### src/rtl/drd_pkg.sv
`timescale 1ns/1ps
package drd_pkg;
    localparam int WORD_W   = 32;
    localparam int DIV_W    = 12;
    localparam int REP_W    = 12;
    localparam int DIVA_LSB = 0;
    localparam int DIVB_LSB = DIVA_LSB + DIV_W;
    localparam int REPA_LSB = 0;
    localparam int REPB_LSB = REPA_LSB + REP_W;
    localparam int DUAL_BIT = 28;
    localparam int OEN_BIT  = 30;
    localparam int IEN_BIT  = 31;
    localparam int BYP_BIT  = 24;

    typedef struct packed {
        logic [DIV_W-1:0] div_a;
        logic [DIV_W-1:0] div_b;
        logic [REP_W-1:0] rep_a;
        logic [REP_W-1:0] rep_b;
        logic             dual;
        logic             bypass;
    } drd_cfg_t;

    function automatic drd_cfg_t unpack_cfg(input logic [WORD_W-1:0] w0,
                                            input logic [WORD_W-1:0] w1);
        drd_cfg_t c;
        c.div_a  = w0[DIVA_LSB +: DIV_W];
        c.div_b  = w0[DIVB_LSB +: DIV_W];
        c.rep_a  = w1[REPA_LSB +: REP_W];
        c.rep_b  = w1[REPB_LSB +: REP_W];
        c.dual   = w0[DUAL_BIT];
        c.bypass = w1[BYP_BIT];
        return c;
    endfunction
endpackage

### src/rtl/drd_cfg_hold.sv
`timescale 1ns/1ps
module drd_cfg_hold
    import drd_pkg::*;
(
    input  logic              clk_i,
    input  logic              rst_ni,
    input  logic [WORD_W-1:0] word0_i,
    input  logic [WORD_W-1:0] word1_i,
    output drd_cfg_t          cfg_o,
    output logic              run_o,
    output logic              active_o
);
    typedef struct packed {
        drd_cfg_t cfg;
        logic     active;
    } hold_t;

    hold_t h_d, h_q;
    logic  in_en, out_en;

    assign in_en  = word0_i[IEN_BIT];
    assign out_en = word0_i[OEN_BIT];

    always_comb begin
        h_d        = h_q;
        h_d.active = in_en | out_en;
        if (in_en) begin
            h_d.cfg = unpack_cfg(word0_i, word1_i);
        end
    end

    always_ff @(posedge clk_i or negedge rst_ni) begin
        if (!rst_ni) begin
            h_q <= '0;
        end else begin
            h_q <= h_d;
        end
    end

    assign cfg_o    = h_q.cfg;
    assign run_o    = in_en & out_en;
    assign active_o = h_q.active;
endmodule

### src/rtl/drd_seq.sv
`timescale 1ns/1ps
module drd_seq
    import drd_pkg::*;
(
    input  logic             clk_i,
    input  logic             rst_ni,
    input  logic             run_i,
    input  logic [DIV_W-1:0] div_a_i,
    input  logic [DIV_W-1:0] div_b_i,
    input  logic [REP_W-1:0] rep_a_i,
    input  logic [REP_W-1:0] rep_b_i,
    input  logic             dual_i,
    output logic             live_o,
    output logic [DIV_W-1:0] cnt_o,
    output logic [DIV_W-1:0] last_o
);
    typedef struct packed {
        logic             live;
        logic             phase_b;
        logic [DIV_W-1:0] cnt;
        logic [REP_W-1:0] rep;
    } seq_t;

    seq_t             s_d, s_q;
    logic [DIV_W-1:0] last_cnt;
    logic [REP_W-1:0] last_rep;

    always_comb begin
        last_cnt = (s_q.phase_b && dual_i) ? div_b_i : div_a_i;
        last_rep = s_q.phase_b ? rep_b_i : rep_a_i;
        s_d      = s_q;
        if (!run_i) begin
            s_d = '0;
        end else if (!s_q.live) begin
            s_d      = '0;
            s_d.live = 1'b1;
        end else if (s_q.cnt >= last_cnt) begin
            s_d.cnt = '0;
            if (!dual_i) begin
                s_d.phase_b = 1'b0;
                s_d.rep     = '0;
            end else if (s_q.rep >= last_rep) begin
                s_d.rep     = '0;
                s_d.phase_b = ~s_q.phase_b;
            end else begin
                s_d.rep = s_q.rep + 1'b1;
            end
        end else begin
            s_d.cnt = s_q.cnt + 1'b1;
        end
    end

    always_ff @(posedge clk_i or negedge rst_ni) begin
        if (!rst_ni) begin
            s_q <= '0;
        end else begin
            s_q <= s_d;
        end
    end

    assign live_o = s_q.live;
    assign cnt_o  = s_q.cnt;
    assign last_o = last_cnt;
endmodule

### src/rtl/drd_out.sv
`timescale 1ns/1ps
module drd_out
    import drd_pkg::*;
(
    input  logic             clk_i,
    input  logic             live_i,
    input  logic             bypass_i,
    input  logic [DIV_W-1:0] cnt_i,
    input  logic [DIV_W-1:0] last_i,
    output logic             tick_o,
    output logic             lvl_o
);
    localparam int LEN_W = DIV_W + 1;

    logic [LEN_W-1:0] per_len;
    logic [LEN_W-1:0] half_len;
    logic             high_part;

    always_comb begin
        per_len   = {1'b0, last_i} + LEN_W'(1);
        half_len  = per_len >> 1;
        high_part = {1'b0, cnt_i} < half_len;
        tick_o    = live_i & (bypass_i | (cnt_i == '0));
        lvl_o     = live_i & (bypass_i ? clk_i : high_part);
    end
endmodule

### src/rtl/dual_ratio_div.sv
`timescale 1ns/1ps
module dual_ratio_div
    import drd_pkg::*;
(
    input  logic        clk_i,
    input  logic        rst_ni,
    input  logic [31:0] cfg0_i,
    input  logic [31:0] cfg1_i,
    output logic        tick_o,
    output logic        lvl_o,
    output logic        active_o
);
    drd_cfg_t         cfg;
    logic             run;
    logic             live;
    logic [DIV_W-1:0] cnt;
    logic [DIV_W-1:0] last;

    drd_cfg_hold u_hold (
        .clk_i    (clk_i),
        .rst_ni   (rst_ni),
        .word0_i  (cfg0_i),
        .word1_i  (cfg1_i),
        .cfg_o    (cfg),
        .run_o    (run),
        .active_o (active_o)
    );

    drd_seq u_seq (
        .clk_i   (clk_i),
        .rst_ni  (rst_ni),
        .run_i   (run),
        .div_a_i (cfg.div_a),
        .div_b_i (cfg.div_b),
        .rep_a_i (cfg.rep_a),
        .rep_b_i (cfg.rep_b),
        .dual_i  (cfg.dual),
        .live_o  (live),
        .cnt_o   (cnt),
        .last_o  (last)
    );

    drd_out u_out (
        .clk_i    (clk_i),
        .live_i   (live),
        .bypass_i (cfg.bypass),
        .cnt_i    (cnt),
        .last_i   (last),
        .tick_o   (tick_o),
        .lvl_o    (lvl_o)
    );
endmodule

### config.mk
export PLATFORM = sky130hd
export DESIGN_NAME = dual_ratio_div
export DESIGN_NICKNAME = d
export VERILOG_FILES = /design/src/rtl/drd_pkg.sv /design/src/rtl/drd_cfg_hold.sv /design/src/rtl/drd_seq.sv /design/src/rtl/drd_out.sv /design/src/rtl/dual_ratio_div.sv
export SDC_FILE = /design/constraint.sdc
export NUM_CORES = 1
export LEC_CHECK = 0
export BUFFER_PORTS_ARGS = -buffer_cell sky130_fd_sc_hd__buf_2
export CAP_MARGIN = 20
export CORE_ASPECT_RATIO = 0.9
export CORE_MARGIN = 2
export CORE_UTILIZATION = 60
export CTS_BUF_LIST = sky130_fd_sc_hd__clkbuf_8
export DETAILED_ROUTE_END_ITERATION = 6
export PLACE_DENSITY = 0.84
export SYNTH_ARGS = -nofsm -noshare
export SYNTH_HDL_FRONTEND = slang
export SYNTH_HIERARCHICAL = 1
export SYNTH_SLANG_ARGS = --single-unit
### constraint.sdc
create_clock -name clk_i -period 7.2 [get_ports clk_i]
set_clock_uncertainty 0.2 [all_clocks]
set_input_delay 0.36 -clock clk_i [delete_from_list [all_inputs] [get_ports clk_i]]
set_output_delay 0.36 -clock clk_i [all_outputs]
set_load 0.01 [all_outputs]
==> flow_summary.ini <==
[power_and_ir_drop]
p_leak_nw = 2.94
powerDensity_mw_per_mm2 = 193
p_total_mw = 1.12
ir_drop_mv = 0.147

[synthesis]
ys_warn_count = 6
synthCells = 404
synthMostInstantiatedCell = dfrtp_1
syn_avg_cell_area_um2 = 11.9
ys_seq_area_frac = 0.402
synth_area_leader_cell = dfrtp_1
synth_nets = 509
synth_edf_count = 0
synth_cell_types = 50
async_reset_ff_frac = 1.00
netlist.area_leader.share = 0.402
yosys-top-cells-count = dfrtp_1 (77), mux2_4 (48), ha_1 (39)
synth_flop_cell = dfrtp_1
syn_area_mm2 = 0.00479
ys_top_cells_by_area = dfrtp_1 (40%), mux2_4 (15%), ha_1 (10%), mux2i_1 (4.2%), xor2_1 (2.7%)
yosys_register_bits = 77

[clock_network]
cts_tree = yes
post_cts.repair.setup_buffers = 0
path_clk_slew_ns = 0.09
postCtsResizedCells = 0
postCtsHoldBufs = 52
clk_latency_ns = 0.47

[final_layout]
nFillCells = 450
fin_util = 0.762
layout.cells.non_filler = 612
drive_above_1_share = 0.281
fin_nets = 615
stdcell_area_mm2 = 0.00583
diodes = 0
syn2layout_area_growth_pct = 21.7

[floorplan]
core_mm2 = 0.00766
die_h_um = 88.8
dieWidth_um = 98.2
initial_core_util = 0.626
dieArea_mm2 = 0.00872
pin_count = 69
row_count = 30

[drt]
dr_total_vias = 3654
dr.pass1.iters = 7
drc = 0
drtIter0Drc = 287
viasPerCell = 5.97
drt-total-wl_um = 11600
post_drt_wl_per_cell_um = 19.0
ant_nets = 0

[global_routing]
grt_pass1_wl_um = 18600
grt_pass1_vias = 3843
grt_use_total = 0.281
grt_max_degree = 78
antenna_found_initial = 0
grt_overflow_total = 0

[worst_setup_path]
timing.critical_path.slowest_cell_delay_ns = 0.18
cpMostUsedCell = clkbuf_8
critPathLaunchType = clock port
crit_arrival_ns = 5.14
worstPathCellList = clkbuf_8, clkbuf_8, clkbuf_8, clkbuf_8, clkbuf_8, clkbuf_8, and3_1, clkbuf_8, clkbuf_8, nor3_1, a2bb2oi_1, buf_2
path_max_fanout = 2
cp_slowest_cell = and3_1
worstSetupEndpointType = output pin
cp.required_ns = 6.64
path_class = clock port to output pin
reg2regPathDepth = 9

[place]
io_buffers = 56
placed_area_mm2 = 0.00496
dp.cells = 533
dp_hpwl_um = 6920
place.gp.congestion = 0.922

[worst_hold_path]
worst_hold_path_type = flip-flop to flip-flop
holdPathStages = 1

[sta]
hold_violations = 0
drv_slew = 0
slew_headroom = 0.360
tns_ns = 0
worst_pin_slew_ns = 0.961
finalSetupViolCount = 0
rsz0062_at_grt = false

[run_status]
status = finished clean

[run]
max_cap_viol_count = 0
-- cell families after synthesis --
group / count (synthesis) / share of synthesized area
compound gates: 50 / 0.0721
xor+xnor: 20 / 0.0366
fa+ha+maj: 39 / 0.102
flops: 77 / 0.402
buf+inv: 43 / 0.0647
mux: 75 / 0.209
simple gates: 100 / 0.114
-- sequential cells by signal, summed over array words and instances, names as in the netlist --
register	cells
u_seq/s_q	13
u_hold/cfg_o	50
u_seq/cnt_o	12
u_hold/active_o	1
u_seq/live_o	1
-- metal layers --
| metal | global-route usage | wire, µm |
|---|---|---|
| met1 | 0.312 | 4530 |
| met2 | 0.484 | 5910 |
| met3 | 0.0916 | 690 |
| met4 | 0.164 | 481 |
| met5 | 0 | 0 |
-- metrics by stage --
| step | hold WS (ns) | worst slack (ns) |
|---|---|---|
| after floorplan | -0.136 | 2.59 |
| after global placement | 0.289 | 2.50 |
| after detailed placement | 0.288 | 2.50 |
| after CTS | 0.315 | 1.47 |
| after global routing | 0.330 | 1.37 |
| final | 0.313 | 1.50 |
-- final timing paths --
kind / from / endpoint / slack, ns
hold / removal: u_hold/cfg_o[32] / u_hold/cfg_o[32] / 0.31
min in group asynchronous: rst_ni / u_hold/cfg_o[48] / 0.37
setup / recovery: clk_i / lvl_o / 1.50
hold reg to reg: u_hold/cfg_o[32] / u_hold/cfg_o[32] / 0.31
setup reg to reg: u_seq/s_q[24] / u_seq/s_q[1] / 2.83
max in group asynchronous: rst_ni / u_hold/cfg_o[20] / 5.79
-- critical path: cells and delay by family --
kind / cells / cell delay (ns)
compound gates: 1 / 0.08
buf+inv: 9 / 1.11
simple gates: 2 / 0.35
-- area by class of cell --
| type | instances | area [µm²] | share of cell area |
|---|---|---|---|
| clock inverter | 7 | 75.1 | 0.0129 |
| multi-input combinational | 284 | 2550 | 0.438 |
| clock buffer | 21 | 280 | 0.0480 |
| inverter | 19 | 71.3 | 0.0122 |
| sequential | 77 | 1930 | 0.330 |
| timing repair buffer | 108 | 806 | 0.138 |
| tap | 96 | 120 | 0.0206 |
-- layout by cell type, fill, tap and decap left out, types with 8 or more instances in the layout --
master         Yosys  layout
clkbuf_8           0      20
buf_2              1      55
a21oi_1           10      10
xor2_1            15      15
inv_1             19      20
a22o_1             9       9
ha_1              39      39
and3_1             8       8
nand3_1           15      15
o21ai_0           10      10
mux2_4            48      48
dfrtp_1           77      77
nor2_1            21      21
dlygate4sd3_1      0      52
nand2_1           18      18
mux2i_1           20      20
-- power by group --
part           leakage, nW  internal, mW  switching [mW]  total [mW]
Combinational         1.80         0.101          0.0797       0.181
Clock                0.186         0.262           0.200       0.462
Sequential           0.957         0.461          0.0206       0.482
Note: power is estimated with default switching activity, not from simulation.
